<file path="src/rtl/smc_pkg.sv">
package smc_pkg;
    typedef enum logic [1:0] {
        MODE_OFF  = 2'd0,
        MODE_BAND1 = 2'd1,
        MODE_BAND2 = 2'd2,
        MODE_BAND3 = 2'd3
    } mode_e;

    typedef struct packed {
        logic pd;
        logic ser;
        logic des;
    } path_t;
endpackage

</file>
<file path="src/rtl/smc_mode_dec.sv">
module smc_mode_dec
    import smc_pkg::*;
(
    input  logic  sel_lo,
    input  logic  sel_hi,
    input  logic  dir_ser,
    output mode_e mode,
    output path_t path
);
    always_comb begin
        mode     = mode_e'({sel_hi, sel_lo});
        path.pd  = (mode == MODE_OFF);
        path.ser = !path.pd && dir_ser;
        path.des = !path.pd && !dir_ser;
    end
endmodule

</file>
<file path="src/rtl/smc_ref_det.sv">
module smc_ref_det #(
    parameter int EDGE_COUNT = 4,
    parameter int GAP_LIMIT  = 8
) (
    input  logic clk,
    input  logic rst_n,
    input  logic pd,
    input  logic ref_in,
    output logic edge_o,
    output logic valid_o,
    output logic sel_o
);
    localparam int CW = $clog2(EDGE_COUNT + 1);
    localparam int GW = $clog2(GAP_LIMIT + 1);

    typedef struct packed {
        logic          prev;
        logic          pd_prev;
        logic [GW-1:0] gap;
        logic [CW-1:0] cnt;
        logic          valid;
        logic          sel;
    } det_t;

    det_t det_d, det_q;
    logic edge_w;

    always_comb begin
        det_d         = det_q;
        det_d.prev    = ref_in;
        det_d.pd_prev = pd;
        edge_w        = ref_in && !det_q.prev && !pd;
        if (pd) begin
            det_d.gap   = '0;
            det_d.cnt   = '0;
            det_d.valid = 1'b0;
        end else begin
            if (det_q.pd_prev && !ref_in)
                det_d.sel = 1'b0;
            if (edge_w) begin
                det_d.gap = '0;
                if (det_q.cnt < CW'(EDGE_COUNT))
                    det_d.cnt = det_q.cnt + 1'b1;
                if (det_q.cnt >= CW'(EDGE_COUNT - 1)) begin
                    det_d.valid = 1'b1;
                    det_d.sel   = 1'b1;
                end
            end else begin
                if (det_q.gap == GW'(GAP_LIMIT - 1))
                    det_d.cnt = '0;
                if (det_q.gap < GW'(GAP_LIMIT))
                    det_d.gap = det_q.gap + 1'b1;
            end
        end
    end

    always_ff @(posedge clk or negedge rst_n) begin
        if (!rst_n) det_q <= '0;
        else        det_q <= det_d;
    end

    assign edge_o  = edge_w;
    assign valid_o = det_q.valid;
    assign sel_o   = det_q.sel;

    // the source latch holds unless a power-down exit occurs
    a_r6_sel_sticky: assert property (@(posedge clk) disable iff (!rst_n)
        (det_q.sel && !pd && !det_q.pd_prev) |=> det_q.sel);
    // the latch only rises right after a sampled reference edge
    a_r5_rise_on_edge: assert property (@(posedge clk) disable iff (!rst_n)
        $rose(det_q.sel) |-> $past(edge_w));
    // power-down drops activity detection
    a_r8_pd_clears_valid: assert property (@(posedge clk) disable iff (!rst_n)
        pd |=> !det_q.valid);
endmodule

</file>
<file path="src/rtl/smc_lock_qual.sv">
module smc_lock_qual #(
    parameter int LOCK_EDGES = 16
) (
    input  logic clk,
    input  logic rst_n,
    input  logic pd,
    input  logic ref_edge,
    input  logic locked,
    output logic ok_o
);
    localparam int LW = $clog2(LOCK_EDGES + 1);

    typedef struct packed {
        logic [LW-1:0] cnt;
    } lk_t;

    lk_t lk_d, lk_q;

    always_comb begin
        lk_d = lk_q;
        if (pd || !locked)
            lk_d.cnt = '0;
        else if (ref_edge && lk_q.cnt < LW'(LOCK_EDGES))
            lk_d.cnt = lk_q.cnt + 1'b1;
    end

    always_ff @(posedge clk or negedge rst_n) begin
        if (!rst_n) lk_q <= '0;
        else        lk_q <= lk_d;
    end

    assign ok_o = (lk_q.cnt == LW'(LOCK_EDGES));

    // losing lock removes qualification on the next clock
    a_r9_unlock_drops: assert property (@(posedge clk) disable iff (!rst_n)
        !locked |=> !ok_o);
endmodule

</file>
<file path="src/rtl/serdes_mode_ctrl.sv">
module serdes_mode_ctrl
    import smc_pkg::*;
#(
    parameter int EDGE_COUNT = 4,
    parameter int GAP_LIMIT  = 8,
    parameter int LOCK_EDGES = 16
) (
    input  logic       clk,
    input  logic       rst_n,
    input  logic       sel_lo_i,
    input  logic       sel_hi_i,
    input  logic       dir_ser_i,
    input  logic       ref_clk_i,
    input  logic       pll_lock_i,
    output logic       pwr_down_o,
    output logic       glob_rst_o,
    output logic       hiz_req_o,
    output logic       rx_en_o,
    output logic       pll_en_o,
    output logic       ser_en_o,
    output logic       des_en_o,
    output logic       ser_data_en_o,
    output logic [1:0] range_o,
    output logic       clk_from_ref_o,
    output logic       wclk_hold_hi_o
);
    mode_e mode;
    path_t path;
    logic  ref_edge, ref_valid, src_ref, lock_ok;

    smc_mode_dec i_dec (
        .sel_lo (sel_lo_i),
        .sel_hi (sel_hi_i),
        .dir_ser(dir_ser_i),
        .mode   (mode),
        .path   (path)
    );

    smc_ref_det #(.EDGE_COUNT(EDGE_COUNT), .GAP_LIMIT(GAP_LIMIT)) i_det (
        .clk    (clk),
        .rst_n  (rst_n),
        .pd     (path.pd),
        .ref_in (ref_clk_i),
        .edge_o (ref_edge),
        .valid_o(ref_valid),
        .sel_o  (src_ref)
    );

    smc_lock_qual #(.LOCK_EDGES(LOCK_EDGES)) i_lock (
        .clk     (clk),
        .rst_n   (rst_n),
        .pd      (path.pd),
        .ref_edge(ref_edge),
        .locked  (pll_lock_i),
        .ok_o    (lock_ok)
    );

    always_comb begin
        pwr_down_o     = path.pd;
        glob_rst_o     = path.pd;
        hiz_req_o      = path.pd;
        rx_en_o        = !path.pd;
        pll_en_o       = !path.pd && ref_valid;
        ser_en_o       = path.ser;
        des_en_o       = path.des;
        wclk_hold_hi_o = path.ser;
        range_o        = path.pd ? 2'd0 : 2'(mode);
        clk_from_ref_o = src_ref;
        ser_data_en_o  = path.ser && (!src_ref || lock_ok);
    end

    // power-down floats the pads and stops both paths
    a_r1_pd_quiet: assert property (@(posedge clk) disable iff (!rst_n)
        hiz_req_o |-> (!ser_en_o && !des_en_o && !pll_en_o));
    // the two directions never run together
    a_r3_one_path: assert property (@(posedge clk) disable iff (!rst_n)
        !(ser_en_o && des_en_o));
    // data-valid implies the serializer is selected
    a_r9_data_needs_ser: assert property (@(posedge clk) disable iff (!rst_n)
        ser_data_en_o |-> ser_en_o);
endmodule

</file>
<file path="config.mk">
export PLATFORM = sky130hd
export DESIGN_NAME = serdes_mode_ctrl
export DESIGN_NICKNAME = d
export VERILOG_FILES = /design/src/rtl/smc_pkg.sv /design/src/rtl/smc_mode_dec.sv /design/src/rtl/smc_ref_det.sv /design/src/rtl/smc_lock_qual.sv /design/src/rtl/serdes_mode_ctrl.sv
export SDC_FILE = /design/constraint.sdc
export NUM_CORES = 1
export LEC_CHECK = 0
export ABC_AREA = 1
export CAP_MARGIN = 15
export CORE_MARGIN = 5
export CORE_UTILIZATION = 55
export CTS_CLUSTER_DIAMETER = 60
export DETAILED_ROUTE_END_ITERATION = 6
export DONT_BUFFER_PORTS = 1
export PLACE_DENSITY_LB_ADDON = 0.1
export SLEW_MARGIN = 20
export SYNTH_ARGS = -nofsm -noshare
export SYNTH_HDL_FRONTEND = slang
export SYNTH_SLANG_ARGS = --single-unit
</file>
<file path="constraint.sdc">
create_clock -name clk -period 2.96 [get_ports clk]
set_clock_uncertainty 0.15 [all_clocks]
set_input_delay 0.592 -clock clk [delete_from_list [all_inputs] [get_ports clk]]
set_output_delay 0.592 -clock clk [all_outputs]
set_load 0.02 [all_outputs]
</file>
==> impl_metrics.tcl <==
set metrics [dict create \
    numCtsBuffers 3 \
    htree_levels 1 \
    finalHoldViolCount 0 \
    final_max_slew_viol_count 0 \
    grt_pass1_wl_um 2801 \
    port_buffers 0 \
    die-height_um 50.28 \
    overflow 0 \
    drive_gt1_share_pct 14.55 \
    dieArea_sq_mm 0.002528 \
    maxCapViolCount 0 \
    cpMaxStageDelayCell "dfrtp_1" \
    ctsResizeCount 0 \
    setup_viol 0 \
    synth_fp_nets 121 \
    cts.sinks 16 \
    track_usage_pct 14.01 \
    clkTransAtPathRegs_ps 100 \
    crit_chain "inv_1 -> ha_1 -> nand3_1 -> a21oi_1" \
    fillCellCount 136 \
    r2r-start "i_det.det_q[2]" \
    ant_nets 0 \
    area_growth_pct 4.909 \
    clk_latency_ps 290 \
    place.gp.congestion 0.8012 \
    period_share_pct 73.76 \
    slowest_delay_ps 430 \
    critPathTopFamily "flip-flops" \
    startpoint_type "flip-flop" \
    synthCells 109 \
    synth_cell_type_count 18 \
    dr.pass1.iters 2 \
    yosys_warnings 0 \
    drc 0 \
    ios 19 \
    layout.nets 123 \
    synth_area_per_cell_sq_um 8.184 \
    rsz0062_at_grt "false" \
    hold-path-endpoint "i_det.det_q[10]" \
    synth_seq_cells 16 \
    relSlewSlack_pct 53.03 \
    reg2regPathDepth 6 \
    start_util_pct 58.54 \
    rows 14 \
    peakVddDrop_mv 0.3049 \
    path_buf_inv 1 \
    vias 665 \
    fin_crit_ps 2183 \
    antenna_cells 0 \
    rrSetupSlack_ps 1600 \
    cp-end-kind "primary output" \
    power_density_mw_per_mm2 530.5 \
    design_area_sq_um 935.9 \
    finalPower_w 0.0004965 \
    clockBufferDepth 2 \
    whs_ps 169.2 \
    wl_per_cell_um 12.10 \
    reg2reg_to "i_det.valid_o" \
    grt_max_degree 17 \
    worst_pin_slew_ps 702.3 \
    viasPerCell 5.278 \
    dp_hpwl_um 1167 \
    placed_area_sq_um 889.6 \
    tritoncts "built" \
    cp.required_ps 2220 \
    totalWireLength_um 1524 \
    worstPathMaxFanout 4 \
    worstHoldPathType "in2reg" \
    p_leak_nw 0.4883 \
    die_w_um 50.28 \
    fin_setup_tns_ps 0 \
    whs_path_depth 0 \
    antenna_found_initial 0 \
    fmax_ghz 0.4580 \
    status "completed" \
    first_global_vias 674 \
    path_depth 4 \
    core_area_sq_mm 0.001524 \
    fin_ws_ps 776.6 \
    crit_type "reg2out" \
    synth_area_sq_um 892.1 \
    worstHoldStart "ref_clk_i" \
    root_buffer "clkbuf_4" \
    yosysSeqAreaShare_pct 44.88 \
    first_iter_violations 1 \
    pre_cts_ws_ps 966.4 \
    critPathArrivalTime_ps 1440 \
]
==> placed cells by master, fill, tap and decap left out <==
cell type      Yosys  final
o21ai_1            1      1
ha_1               5      5
nand3_1           10     10
nor2_4             3      3
inv_2              2      2
buf_4              3      1
dfrtp_1           16     16
nand4_1            4      4
inv_1             13     13
o21ai_0            4      4
nand3_2            1      1
nor2_2             1      1
or2_2              2      2
dlygate4sd3_1      0      1
clkbuf_4           0      3
nand2_4            2      2
clkbuf_8           0      1
nand2_1           26     26
a21oi_1            6      6
nor2_1             8      8
==> cells by family after synthesis <==
logic type,Yosys count,share of synthesized area (%)
DFF,16,44.88
and+or+nand+nor,57,32.26
buffers and inverters,20,9.678
AOI/OAI and AO/OA,11,6.171
adders and majority gates,5,7.013
==> state kept, by name, indices dropped and copies added (netlist names) <==
name,count
i_det.valid_o,1
i_det.det_q,9
i_lock.lk_q,5
i_det.sel_o,1
==> area by class of cell <==
cell class | instances | area, sq um | area share (%)
Clock buffer | 4 | 36.28 | 3.877
Sequential cell | 16 | 400.4 | 42.78
Tap cell | 16 | 20.02 | 2.139
Timing Repair Buffer | 2 | 17.52 | 1.872
Inverter | 15 | 56.30 | 6.016
Multi-Input combinational cell | 73 | 405.4 | 43.32
==> report_power, final <==
group          internal [W]  switching [W]
combinational     0.0000285      0.0000560
clock             0.0000749      0.0000714
sequential         0.000241      0.0000248
total              0.000344       0.000152
==> cells in the mapped netlist, drive strengths merged <==
cell / number / share of area, %
nand2: 28 / 13
dfrtp: 16 / 45
inv: 15 / 6.3
nor2: 12 / 7.9
nand3: 11 / 6.7
a21oi: 6 / 3.4
ha: 5 / 7.0
o21ai: 5 / 2.8
nand4: 4 / 2.8
buf: 3 / 2.5
clkbuf: 2 / 0.84
or2: 2 / 1.4
==> metrics by stage <==
step / std cells / utilization (%)
finish: 126 / 61.41
floorplan: 109 / -
CTS: 126 / 61.41
global placement: 121 / 58.37
global route: 126 / 61.41
detailed placement: 121 / 58.37
==> metal layers <==
metal / wire length (um) / GRT usage [%] / vias up / part of all wire (%)
met3: 65 / 3.846 / 3 / 4.3
met1: 720 / 17.98 / 300 / 47
met4: 20 / 5.240 / 0 / 1.3
li1: - / - / 347 / -
met5: 0 / 0 / - / 0
met2: 717 / 22.38 / 15 / 47
==> worst max path at each step <==
stage | slack (ps) | startpoint | endpoint
after floorplan | 1030 | sel_lo_i | ser_data_en_o
after CTS | 760 | i_lock.lk_q[0] | ser_data_en_o
after global routing | 660 | i_lock.lk_q[0] | ser_data_en_o
after detailed placement | 970 | sel_lo_i | ser_data_en_o
final | 780 | i_lock.lk_q[0] | ser_data_en_o
after global placement | 980 | sel_lo_i | ser_data_en_o
==> repair_timing <==
| action | CTS | global route |
|---|---|---|
| hold buffers | 1 | 0 |
| setup buffers | 0 | 0 |
| hold endpoints to repair | 16 | 0 |
(Power assumes the default switching activity.)
